--- config.mk ---
export PLATFORM = sky130hd
export DESIGN_NAME = statusPacketRx
export DESIGN_NICKNAME = d
export VERILOG_FILES = /design/src/rtl/statusPacketRxPkg.sv /design/src/rtl/statusPacketRxCtrl.sv /design/src/rtl/statusPacketRxPath.sv /design/src/rtl/statusPacketRx.sv
export SDC_FILE = /design/constraint.sdc
export NUM_CORES = 1
export LEC_CHECK = 0
export BUFFER_PORTS_ARGS = -buffer_cell sky130_fd_sc_hd__buf_4
export CAP_MARGIN = 30
export CORE_MARGIN = 3
export CORE_UTILIZATION = 54
export CTS_CLUSTER_SIZE = 24
export DETAILED_ROUTE_END_ITERATION = 10
export MAX_ROUTING_LAYER = met4
export PLACE_DENSITY = 0.75
export SETUP_SLACK_MARGIN = 0.2
export SYNTH_ARGS = -nofsm -noshare
export SYNTH_HDL_FRONTEND = slang
export SYNTH_SLANG_ARGS = --single-unit
--- constraint.sdc ---
create_clock -name clk -period 1.18 [get_ports clk]
set_input_delay 0.059 -clock clk [delete_from_list [all_inputs] [get_ports clk]]
set_output_delay 0.059 -clock clk [all_outputs]
set_load 0.01 [all_outputs]
--- src/rtl/statusPacketRxPkg.sv ---
package statusPacketRxPkg;

  typedef enum logic [2:0] {
    ST_IDLE,
    ST_START,
    ST_SHIFT,
    ST_CLOSE,
    ST_DRAIN
  } rxState_t;

  typedef struct packed {
    logic shiftEn;
    logic loadOut;
    logic flagErr;
  } rxCtrl_t;

endpackage

--- src/rtl/statusPacketRxCtrl.sv ---
module statusPacketRxCtrl
  import statusPacketRxPkg::*;
#(
  parameter int DATA_W = 8
) (
  input  logic    clk,
  input  logic    rst,
  input  logic    lineQ,
  output rxCtrl_t ctrl
);

  localparam int CNT_W = (DATA_W > 1) ? $clog2(DATA_W) : 1;
  localparam logic [CNT_W-1:0] LAST_BIT = CNT_W'(DATA_W - 1);

  rxState_t state, stateNext;
  logic [CNT_W-1:0] bitCnt;

  always_comb begin
    stateNext = state;
    unique case (state)
      ST_IDLE:  if (lineQ) stateNext = ST_START;
      ST_START: stateNext = lineQ ? ST_SHIFT : ST_IDLE;
      ST_SHIFT: if (bitCnt == LAST_BIT) stateNext = ST_CLOSE;
      ST_CLOSE: stateNext = ST_DRAIN;
      ST_DRAIN: if (!lineQ) stateNext = ST_IDLE;
      default:  stateNext = ST_IDLE;
    endcase
  end

  always_ff @(posedge clk) begin
    if (rst) begin
      state  <= ST_IDLE;
      bitCnt <= '0;
    end else begin
      state <= stateNext;
      if (state == ST_SHIFT) bitCnt <= bitCnt + 1'b1;
      else                   bitCnt <= '0;
    end
  end

  always_comb begin
    ctrl.shiftEn = (state == ST_SHIFT);
    ctrl.loadOut = (state == ST_CLOSE) &&  lineQ;
    ctrl.flagErr = (state == ST_CLOSE) && !lineQ;
  end

endmodule

--- src/rtl/statusPacketRxPath.sv ---
module statusPacketRxPath
  import statusPacketRxPkg::*;
#(
  parameter int DATA_W = 8
) (
  input  logic              clk,
  input  logic              rst,
  input  logic              serialIn,
  input  rxCtrl_t           ctrl,
  output logic              lineQ,
  output logic [DATA_W-1:0] rxData,
  output logic              rxValid,
  output logic              frameErr
);

  logic [DATA_W-1:0] shiftReg;

  always_ff @(posedge clk) begin
    if (rst) begin
      lineQ    <= 1'b0;
      shiftReg <= '0;
      rxData   <= '0;
      rxValid  <= 1'b0;
      frameErr <= 1'b0;
    end else begin
      lineQ    <= serialIn;
      rxValid  <= ctrl.loadOut;
      frameErr <= ctrl.flagErr;
      if (ctrl.shiftEn) shiftReg <= {shiftReg[DATA_W-2:0], lineQ};
      if (ctrl.loadOut) rxData   <= shiftReg;
    end
  end

endmodule

--- src/rtl/statusPacketRx.sv ---
module statusPacketRx
  import statusPacketRxPkg::*;
#(
  parameter int DATA_W = 8
) (
  input  logic              clk,
  input  logic              rst,
  input  logic              serialIn,
  output logic [DATA_W-1:0] rxData,
  output logic              rxValid,
  output logic              frameErr
);

  rxCtrl_t ctrl;
  logic    lineQ;

  statusPacketRxCtrl #(.DATA_W(DATA_W)) uCtrl (
    .clk   (clk),
    .rst   (rst),
    .lineQ (lineQ),
    .ctrl  (ctrl)
  );

  statusPacketRxPath #(.DATA_W(DATA_W)) uPath (
    .clk      (clk),
    .rst      (rst),
    .serialIn (serialIn),
    .ctrl     (ctrl),
    .lineQ    (lineQ),
    .rxData   (rxData),
    .rxValid  (rxValid),
    .frameErr (frameErr)
  );

endmodule

Word level (Yosys, flattened, before mapping)
Cells that the tools add are included.
- flip-flop bits (word level): 25
- bits in latches: 0
- RAM bits: 0
- bits in read-only memories: 0
- input bits: 3
- output and inout port bits: 10
- logic and storage cells: 28
- memories: 0
- add/subtract/negate cells: 1
- multipliers: 0
- div/mod/pow operators: 0
- order comparisons: 0
- equal/unequal tests: 8
- shift operators: 0
- muxes and demuxes: 5
- bitwise gates (word level): 1
- reduce and logical (&&, ||, !) cells: 6
- operators with widths (operator ; number):
    case mux 3 bit (5 select lines) ; 1
    2-to-1 mux 3 bit ; 3
    equality test 3 x 2 -> 1 bit (second input constant) ; 2
    equality test 3 bit (second input constant) ; 2
    inequality test 2 x 1 -> 1 bit (second input constant) ; 2
    adder 3 x 1 -> 3 bit (second input constant) ; 1
    equality test 3 x 1 -> 1 bit (second input constant) ; 1
    zero test 3 bit ; 1
    AND reduction 3 bit ; 1
    logical AND 1 bit ; 2
    2-to-1 mux 2 bit ; 1
    inequality test 2 bit (second input constant) ; 1
    OR reduction 2 bit ; 1
    zero test 1 bit ; 1
    inverter 1 bit ; 1

Longest topological paths before layout
Gate-level depths: netlist of run 1.
- word-level depth: 3
- depth in mapped cells: 4

Hierarchy
A second synthesis of run 1 with hierarchy kept.
- cells, all modules: 81
- area, all modules: 913.4 um^2
- modules (own cells, without submodules) (module ; instances ; cells an instance ; area an instance (um^2) ; sequential area each (um^2)):
    statusPacketRxPath ; 1 ; 58 ; 660.6 ; 380.4
    statusPacketRxCtrl ; 1 ; 23 ; 252.7 ; 120.1

Least setup slack after synthesis of run 1
OpenSTA, ideal clock, no wires.
- kind: reg-to-reg
- from: register uCtrl.state[0]
- to: register uPath.shiftReg[2]
- library setup time: 120 ps
- arrival time: 940 ps
- required time: 1060 ps
- path slack: 119 ps
- cell stages (with the launch flop): 4
- path buffers: 1
- cells stage by stage: dfxtp_1 > buf_6 > or3b_4 > mux2i_1
- longest elaborated chain between the ends: 1
- ends and longest elaborated chain (what ; RTL line ; source):
    from (decl) ; statusPacketRxCtrl.sv:15 ; rxState_t state, stateNext;
    from (signal assigned) ; statusPacketRxCtrl.sv:35 ; state <= stateNext;
    equality test 3 x 2 -> 1 bit ; statusPacketRxCtrl.sv:42 ; ctrl.shiftEn = (state == ST_SHIFT);
    to (signal assigned) ; statusPacketRxPath.sv:29 ; if (ctrl.shiftEn) shiftReg <= {shiftReg[DATA_W-2:0], lineQ};
    to (decl) ; statusPacketRxPath.sv:16 ; logic [DATA_W-1:0] shiftReg;
Every way passes these cells.
A chain may end at the register's enable or synchronous reset.

Worst setup path after layout of run 1
- from: register uCtrl.state[2]
- to: register uCtrl.bitCnt[1]
- longest elaborated chain between the ends: 3
- ends and longest elaborated chain (what ; RTL line ; source):
    equality test 3 x 2 -> 1 bit ; statusPacketRxCtrl.sv:36 ; if (state == ST_SHIFT) bitCnt <= bitCnt + 1'b1;
    inverter 1 bit (no line) ; -- ;
    OR reduction 2 bit (no line) ; -- ;
    to (signal assigned) ; statusPacketRxCtrl.sv:36 ;
    to (decl) ; statusPacketRxCtrl.sv:16 ; logic [CNT_W-1:0] bitCnt;
Every way passes these cells.

==> flow_summary.ini, run 1 <==
[setup_path]
r2r_end = uCtrl.bitCnt[1]$_SDFF_PP0_
rrSetupSlack_ns = 0.12
crit_chain = or3b_4 -> nor3b_2
end_kind = flop
ff2ff_path_depth = 2
timing.rr.start = uCtrl.state[2]$_SDFFE_PP0P_
cpPeakStageDelay_ns = 0.43
cp.arrival_ns = 1.30
crit_required_ns = 1.42
critical_path_class = flop to flop
worstPathMaxFanout = 5
crit_path_top_delay_cell = or3b_4
start_kind = flop

[drt]
drc = 0
drt-pass1-iter-count = 3
drt-total-wl_microns = 1610
via_per_inst = 5.02
drt_iter0_drc = 4
vias = 632
post_drt_wl_per_cell_microns = 12.8
postRouteAntennaNets = 0

[floorplanning]
core_sq_mm = 0.00159
initial_utilization_pct = 61.0
ios = 13
fp-row-count = 14
fp.dieArea_sq_mm = 0.00235
die_h_microns = 48.4
die_x_microns = 48.4

[timing]
hold_viol = 0
setup_viol = 0
period_share_pct = 89.9
fin_skew_ns = 0.00104
tightest_slew_ns = 0.225
slew_viol_final = 0
hold_ws_ns = 0.0674
tns_ns = 0
min_period_ns = 1.06
max_freq_mhz = 943
rsz0062_at_grt = true
max_slew_margin_pct = 85.0

[global_route]
grt-ovfl-total = 0
grt_usage_pct = 16.3
grt_pass1_wl_microns = 2940
antenna_found_initial = 0
grt_pass1_vias = 649
grt_max_degree = 27

[layout]
final_net_count = 108
final_core_util_pct = 75.0
ff_latch_area_sq_um = 518
multi_input_area_sq_um = 457
antenna_cells_inserted = 0
syn2layout_area_growth_pct = 22.9
layout-drive-gt1-share_pct = 33.3
n_fill_cell = 122

[synth]
syn-instance-count = 84
ys_ff_latch = 25
yosysSeqAreaShare_pct = 51.5
ys.warnings.count = 0
synth_top_area_share_pct = 51.5
mappedNetlistNets = 89
synth_area_leader_cell = dfxtp_1
syn_avg_cell_area_sq_um = 11.6
synth_area_sq_um = 972
ys_top_cells_by_area = dfxtp_1 (51%), mux2i_1 (18%), nand2b_1 (12%)
ys_types = 21

[placement]
gp_congestion = 0.740
io_buffers = 12
place_hpwl_microns = 1030

[worst_hold_path]
hold-path-endpoint = uCtrl.state[2]$_SDFFE_PP0P_
hold_class = primary input to flop
min_path_cells = 2
hp-start = rst

[pwr]
p_comb_share_pct = 3.9
internal-power_mw = 1.00
pwr-share-clk_pct = 28.9
power.leakage_nw = 0.475
swShare_pct = 20.6
p_switching_uw = 261
vdd_drop_max_uv = 731
powerDensity_mw_per_mm2 = 1060
power_frac_seq_pct = 67.2
power.total_mw = 1.26

[clock_tree]
insertion_delay_ns = 0.31
clockBufferDepth = 2
cts.sinks = 25
cts_root_buffer = clkbuf_4
cts_tree = built
htree_levels = 1
clkTransAtPathRegs_ns = 0.12
cts_made_buffers = 3

[job]
maxCapViolCount = 0

[outcome]
outcome = completed
## stage by stage
step,setup WS [ns],cell area (sq um),instances
after floorplan,0.134,986,84
after global placement,0.141,1080,116
after detailed placement,0.0956,1080,116
after CTS,0.113,1180,126
after global routing,0.0802,1190,126
final,0.119,1190,126
## timing repair
item,4_1_cts,5_1_grt
endpoints found under the hold margin,1,0
hold buffers,1,0
setup endpoints to repair,20,23
resized for setup,13,3
pin swaps,2,2
buffers inserted,5,0
## cells in the final DEF (no fill, tap or decap), types with 2 or more instances in the layout
cell type  synthesis  routed
buf_6              1       4
nand2b_1          18      18
nor3_1             2       2
dfxtp_2            0       2
buf_4              1      14
dfxtp_1           25      19
nor3b_2            2       3
dfxtp_4            0       4
clkbuf_4           0       3
mux2i_1           17      17
nand3b_1           2       2
## final cells by class
type / count / area share, %
Clock buffer: 4 / 2.20
Sequential cell: 25 / 43.4
Tap cell: 24 / 2.51
Multi-Input combinational cell: 53 / 38.2
Timing Repair Buffer: 20 / 13.7
## registers in the layout (all words and copies together), names as in the netlist
| name | cells |
|---|---|
| uPath.rxData | 8 |
| uPath.shiftReg | 8 |
| uCtrl.bitCnt | 3 |
| uCtrl.state | 3 |
| uPath.frameErr | 1 |
| uPath.lineQ | 1 |
| uPath.rxValid | 1 |
## critical path: cells and delay by family (launching register included)
kind / cells / cell delay (ns)
and+or+nand+nor: 2 / 0.61
DFF: 1 / 0.38
## worst max-delay path by stage
| stage | to | startpoint | slack [ns] | cells past startpoint |
|---|---|---|---|---|
| floorplan | uPath.shiftReg[2]$_SDFFE_PP0N_ | uCtrl.state[1]$_SDFFE_PP0P_ | 0.13 | 3 |
| global placement | uPath.shiftReg[2]$_SDFFE_PP0N_ | uCtrl.state[1]$_SDFFE_PP0P_ | 0.14 | 2 |
| detailed placement | uCtrl.bitCnt[1]$_SDFF_PP0_ | uCtrl.state[1]$_SDFFE_PP0P_ | 0.1 | 2 |
| CTS | uCtrl.bitCnt[1]$_SDFF_PP0_ | uCtrl.state[2]$_SDFFE_PP0P_ | 0.11 | 2 |
| global route | uPath.shiftReg[6]$_SDFFE_PP0N_ | uCtrl.state[0]$_SDFFE_PP0P_ | 0.08 | 3 |
| finish | uCtrl.bitCnt[1]$_SDFF_PP0_ | uCtrl.state[2]$_SDFFE_PP0P_ | 0.12 | 2 |
## per-layer routing
layer | GRT usage [%] | wire (microns) | vias up
li1 | - | - | 323
met5 | - | 0 | -
met1 | 21.1 | 800 | 295
met2 | 25.7 | 733 | 12
met4 | 4.27 | 14 | 0
met3 | 3.68 | 65 | 2
## synth_stat cells
cell type,count
a211oi_1,1
nand4b_1,1
and4b_1,1
clkbuf_1,2
nor4_1,1
mux2i_1,17
buf_6,1
nand2b_1,18
nor3b_2,2
dfxtp_1,25
buf_2,2
ha_1,2
nor2_1,1
nand4bb_1,1
nor2b_1,1
a21oi_1,1
nand3b_1,2
nor3_1,2
nor3b_1,1
or3b_4,1
buf_4,1
## power by group through the flow
stage	sequential, mW	clock, mW	combinational [mW]
3_5_place_dp	0.876	0	0.0383
5_1_grt	0.851	0.424	0.0541
6_report	0.850	0.365	0.0497
2_1_floorplan	0.871	0	0.0357
4_1_cts	0.851	0.370	0.0493
3_3_place_gp	0.875	0	0.0379
## cell families after synthesis
logic type	Yosys count	synth area share, %
multiplexers	17	17.5
buffers and inverters	6	3.73
AND/OR/NAND/NOR	32	23.4
AO/OA/AOI/OAI	2	1.29
flip-flops	25	51.5
adder cells (fa/ha/maj)	2	2.57
Power figures use the tool's default switching activity.
==> inputs of run 2 (changes only) <==
--- a/config.mk
+++ b/config.mk
@@ -7,12 +7,12 @@
 export LEC_CHECK = 0
 export BUFFER_PORTS_ARGS = -buffer_cell sky130_fd_sc_hd__buf_4
 export CAP_MARGIN = 30
+export CORE_ASPECT_RATIO = 0.5
 export CORE_MARGIN = 3
-export CORE_UTILIZATION = 54
+export CORE_UTILIZATION = 37
 export CTS_CLUSTER_SIZE = 24
 export DETAILED_ROUTE_END_ITERATION = 10
 export MAX_ROUTING_LAYER = met4
-export PLACE_DENSITY = 0.75
 export SETUP_SLACK_MARGIN = 0.2
 export SYNTH_ARGS = -nofsm -noshare
 export SYNTH_HDL_FRONTEND = slang
==> flow_summary.ini, run 2 (synthesized netlist as in run 1, its figures left out) <==
[clock_tree]
cts_made_buffers = 3
clkTransAtPathRegs_ns = 0.08
clockBufferDepth = 2
cts.sinks = 25
holdBufCountCts = 0
cts_root_buffer = clkbuf_8
insertion_delay_ns = 0.27
cts_tree = built
htree_levels = 1

[setup_path]
ff2ff_path_depth = 2
endpoint = uCtrl.bitCnt[1]$_SDFF_PP0_
end_kind = flop
timing.rr.start = uCtrl.state[2]$_SDFFE_PP0P_
crit_start = uCtrl.state[2]$_SDFFE_PP0P_
worstPathMaxFanout = 8
cp.arrival_ns = 1.26
crit_required_ns = 1.38
start_kind = flop
critical_path_class = flop to flop
rrSetupSlack_ns = 0.12
r2r_end = uCtrl.bitCnt[1]$_SDFF_PP0_

[drt]
drt_iter0_drc = 26
vias = 610
drc = 0
via_per_inst = 4.52
drt-pass1-iter-count = 2
postRouteAntennaNets = 0
drt-total-wl_microns = 1630
post_drt_wl_per_cell_microns = 12.0

[floorplanning]
initial_utilization_pct = 41.2
die_h_microns = 42.2
fp-row-count = 12
ios = 13
fp.dieArea_sq_mm = 0.00332
core_sq_mm = 0.00236
die_x_microns = 78.5

[worst_hold_path]
hold_class = primary input to flop

[timing]
fin_skew_ns = 0.00503
max_slew_margin_pct = 84.9
max_freq_mhz = 940
setup_viol = 0
slew_viol_final = 0
finalWorstSetupSlack_ns = 0.116
rsz0062_at_grt = true
tns_ns = 0
min_period_ns = 1.06
period_share_pct = 90.2
hold_viol = 0
tightest_slew_ns = 0.226
hold_ws_ns = 0.0200

[pwr]
vdd_drop_max_uv = 801
powerDensity_mw_per_mm2 = 1150
power.total_mw = 1.41
power.leakage_nw = 0.473

[global_route]
antenna_found_initial = 0
grt_usage_pct = 11.0
grt_pass1_vias = 566
grt-ovfl-total = 0
grt_pass1_wl_microns = 2670
grt_max_degree = 27

[placement]
io_buffers = 12
gp_congestion = 0.694
dp_slack_ns = 0.0994

[layout]
syn2layout_area_growth_pct = 26.4
reg_top3 = uPath.rxData: 8 flops, uPath.shiftReg: 8 flops
multi_input_area_sq_um = 478
final_cell_mix = dfxtp_1 (20), nand2b_1 (18), mux2i_1 (17)
layout_commonest_cell = dfxtp_1
ff_latch_area_sq_um = 514
final_net_count = 106
n_fill_cell = 211
layout-drive-gt1-share_pct = 35.0
antenna_cells_inserted = 0

[outcome]
outcome = completed

[job]
maxCapViolCount = 0
-- run 2: layout make-up --
cell class / count / area share (%)
tap: 35 / 3.56
clock inverter: 1 / 0.611
clock buffer: 3 / 3.36
timing repair buffer: 18 / 11.7
sequential: 25 / 41.9
multi-input combinational: 53 / 38.9
-- run 2: where the power goes --
| part | leakage [nW] | switching (mW) | internal [mW] |
|---|---|---|---|
| Sequential | 0.205 | 0.00662 | 0.843 |
| Clock | 0.0217 | 0.274 | 0.239 |
| Combinational | 0.246 | 0.0213 | 0.0268 |
| Total | 0.473 | 0.302 | 1.11 |
-- run 2: metal layers --
metal  track usage (%)  share of wire (%)  up-vias
li1                  -                  -      318
met1              12.8                 48      286
met2              17.0                 48        6
met3              5.36                4.2        0
met4              3.14                  0        0
met5                 -                  0        -
-- run 2: per-stage QoR --
step,instance area (sq um),instances,utilization (%)
floorplan,986,84,-
global placement,1100,128,46.7
detailed placement,1100,128,46.7
CTS,1190,132,50.4
global route,1230,135,52.1
finish,1230,135,52.1
-- run 2: how the worst min path moves through the flow --
stage / from / to / cells past startpoint
global placement: serialIn / uPath.lineQ$_SDFF_PP0_ / 2
finish: serialIn / uPath.lineQ$_SDFF_PP0_ / 2
global route: serialIn / uPath.lineQ$_SDFF_PP0_ / 2
floorplan: serialIn / uPath.lineQ$_SDFF_PP0_ / 1
detailed placement: serialIn / uPath.lineQ$_SDFF_PP0_ / 2
CTS: serialIn / uPath.lineQ$_SDFF_PP0_ / 2
-- run 2: timing repair --
| action | in CTS | in global routing |
|---|---|---|
| buffers inserted | 0 | 3 |
| gates resized for setup | 11 | 8 |
| pin swaps | 2 | 4 |
| setup endpoints to repair | 21 | 21 |
-- run 2: critical path, cell delays in order (launching register included) --
cell and delay (ns):
dfxtp_4 0.38, or3b_4 0.44, nor3b_2 0.18
==> inputs of run 3 (changes only) <==
--- a/config.mk
+++ b/config.mk
@@ -5,13 +5,13 @@
 export SDC_FILE = /design/constraint.sdc
 export NUM_CORES = 1
 export LEC_CHECK = 0
-export BUFFER_PORTS_ARGS = -buffer_cell sky130_fd_sc_hd__buf_4
 export CAP_MARGIN = 30
 export CORE_ASPECT_RATIO = 0.5
 export CORE_MARGIN = 3
 export CORE_UTILIZATION = 37
 export CTS_CLUSTER_SIZE = 24
 export DETAILED_ROUTE_END_ITERATION = 10
+export DONT_BUFFER_PORTS = 1
 export MAX_ROUTING_LAYER = met4
 export SETUP_SLACK_MARGIN = 0.2
 export SYNTH_ARGS = -nofsm -noshare
==> flow_summary.ini, run 3 (synthesized netlist as in run 1, its figures left out) <==
[outcome]
outcome = complete, but fails checks
violations = hold timing

[floorplanning]
die_x_microns = 78.5
initial_utilization_pct = 41.2
ios = 13
core_sq_mm = 0.00236
die_h_microns = 42.2
fp.dieArea_sq_mm = 0.00332
fp-row-count = 12

[setup_path]
crit_required_ns = 1.37
r2r_end = uCtrl.bitCnt[1]$_SDFF_PP0_
rrSetupSlack_ns = 0.13
end_kind = flop
ff2ff_path_depth = 2
worstPathMaxFanout = 5
crit_chain = or3b_4 -> nor3b_2
crit_path_top_delay_cell = or3b_4
critPathBufInv = 0
critical_path_cell_count = 2
cpPeakStageDelay_ns = 0.43
critical_path_class = flop to flop
cp.arrival_ns = 1.24
timing.rr.start = uCtrl.state[0]$_SDFFE_PP0P_
cp_top_family = simple AND/OR/NAND/NOR gates
start_kind = flop

[placement]
place_hpwl_microns = 1060
gp_congestion = 0.712
io_buffers = 0

[layout]
multi_input_area_sq_um = 477
final_cell_mix = dfxtp_1 (19), nand2b_1 (18), mux2i_1 (17)
n_fill_cell = 213
ff_latch_area_sq_um = 515
syn2layout_area_growth_pct = 17.4
final_net_count = 95
reg_top3 = uPath.rxData: 8 flops, uPath.shiftReg: 8 flops
layout-drive-gt1-share_pct = 27.0
layout_commonest_cell = dfxtp_1
antenna_cells_inserted = 0

[worst_hold_path]
hp-start = rst
min_path_cells = 1
hold_class = primary input to flop
hold-path-endpoint = uCtrl.state[1]$_SDFFE_PP0P_

[job]
maxCapViolCount = 0

[drt]
drt-total-wl_microns = 1690
post_drt_wl_per_cell_microns = 13.6
drc = 0
drt-pass1-iter-count = 2
postRouteAntennaNets = 0
drt_iter0_drc = 44
via_per_inst = 4.85
vias = 601

[clock_tree]
htree_levels = 1
clockBufferDepth = 2
insertion_delay_ns = 0.26
cts.sinks = 25
cts_tree = built
clkTransAtPathRegs_ns = 0.08
holdBufCountCts = 1
cts_root_buffer = clkbuf_8
cts_made_buffers = 3

[timing]
fin_skew_ns = 0.00426
slew_viol_final = 0
rsz0062_at_grt = true
min_period_ns = 1.05
hold_ws_ns = -0.158
max_slew_margin_pct = 86.9
setup_viol = 0
tightest_slew_ns = 0.194
max_freq_mhz = 956
hold_viol = 16
period_share_pct = 88.6
tns_ns = 0

[global_route]
antenna_found_initial = 0
grt-ovfl-total = 0
grt_pass1_wl_microns = 2790
grt_usage_pct = 11.4
grt_max_degree = 27
grt_pass1_vias = 589

[pwr]
powerDensity_mw_per_mm2 = 1200
vdd_drop_max_uv = 727
power.leakage_nw = 0.420
==> run 3: timing repair <==
item,4_1_cts,5_1_grt
buffers inserted,3,1
endpoints found under the hold margin,18,17
gates resized for setup,7,11
pin swaps,2,3
endpoints found under the setup margin,20,23
==> run 3: layout make-up <==
cell class / count / area share [%]
tap: 35 / 3.84
timing repair buffer: 7 / 5.26
multi-input combinational: 53 / 41.8
sequential: 25 / 45.2
clock buffer: 4 / 3.95
==> run 3: worst max path at each step <==
stage	start	to	slack (ns)
2_1_floorplan	uCtrl.state[1]$_SDFFE_PP0P_	uPath.shiftReg[2]$_SDFFE_PP0N_	0.13
3_3_place_gp	uCtrl.state[1]$_SDFFE_PP0P_	uPath.shiftReg[2]$_SDFFE_PP0N_	0.14
3_5_place_dp	uCtrl.state[0]$_SDFFE_PP0P_	uPath.rxData[0]$_SDFFE_PP0P_	0.10
4_1_cts	uCtrl.state[0]$_SDFFE_PP0P_	uPath.shiftReg[2]$_SDFFE_PP0N_	0.14
6_report	uCtrl.state[0]$_SDFFE_PP0P_	uCtrl.bitCnt[1]$_SDFF_PP0_	0.13
5_1_grt	uCtrl.state[2]$_SDFFE_PP0P_	uPath.shiftReg[4]$_SDFFE_PP0N_	0.11
==> run 3: metrics by stage <==
stage               area, sq um  instances  total power [mW]  utilization (%)  setup slack, ns
floorplan                   986         84             0.907                -            0.134
global placement           1000        115             0.898             42.5            0.141
detailed placement         1000        115             0.899             42.5            0.100
CTS                        1090        123              1.39             46.3            0.144
global route               1140        124              1.44             48.4            0.110
finish                     1140        124              1.37             48.4            0.134
==> run 3: power breakdown <==
part / switching, mW / internal [mW] / total (mW)
combinational: 0.00973 / 0.0230 / 0.0327
sequential: 0.00701 / 0.843 / 0.850
clock: 0.246 / 0.241 / 0.486
total: 0.262 / 1.11 / 1.37
==> run 3: layer usage <==
metal	track usage, %	vias to the layer above	wire (microns)
li1	-	294	-
met1	12.5	298	755
met2	18.5	7	839
met3	5.79	2	80
met4	3.14	0	14
met5	-	-	0
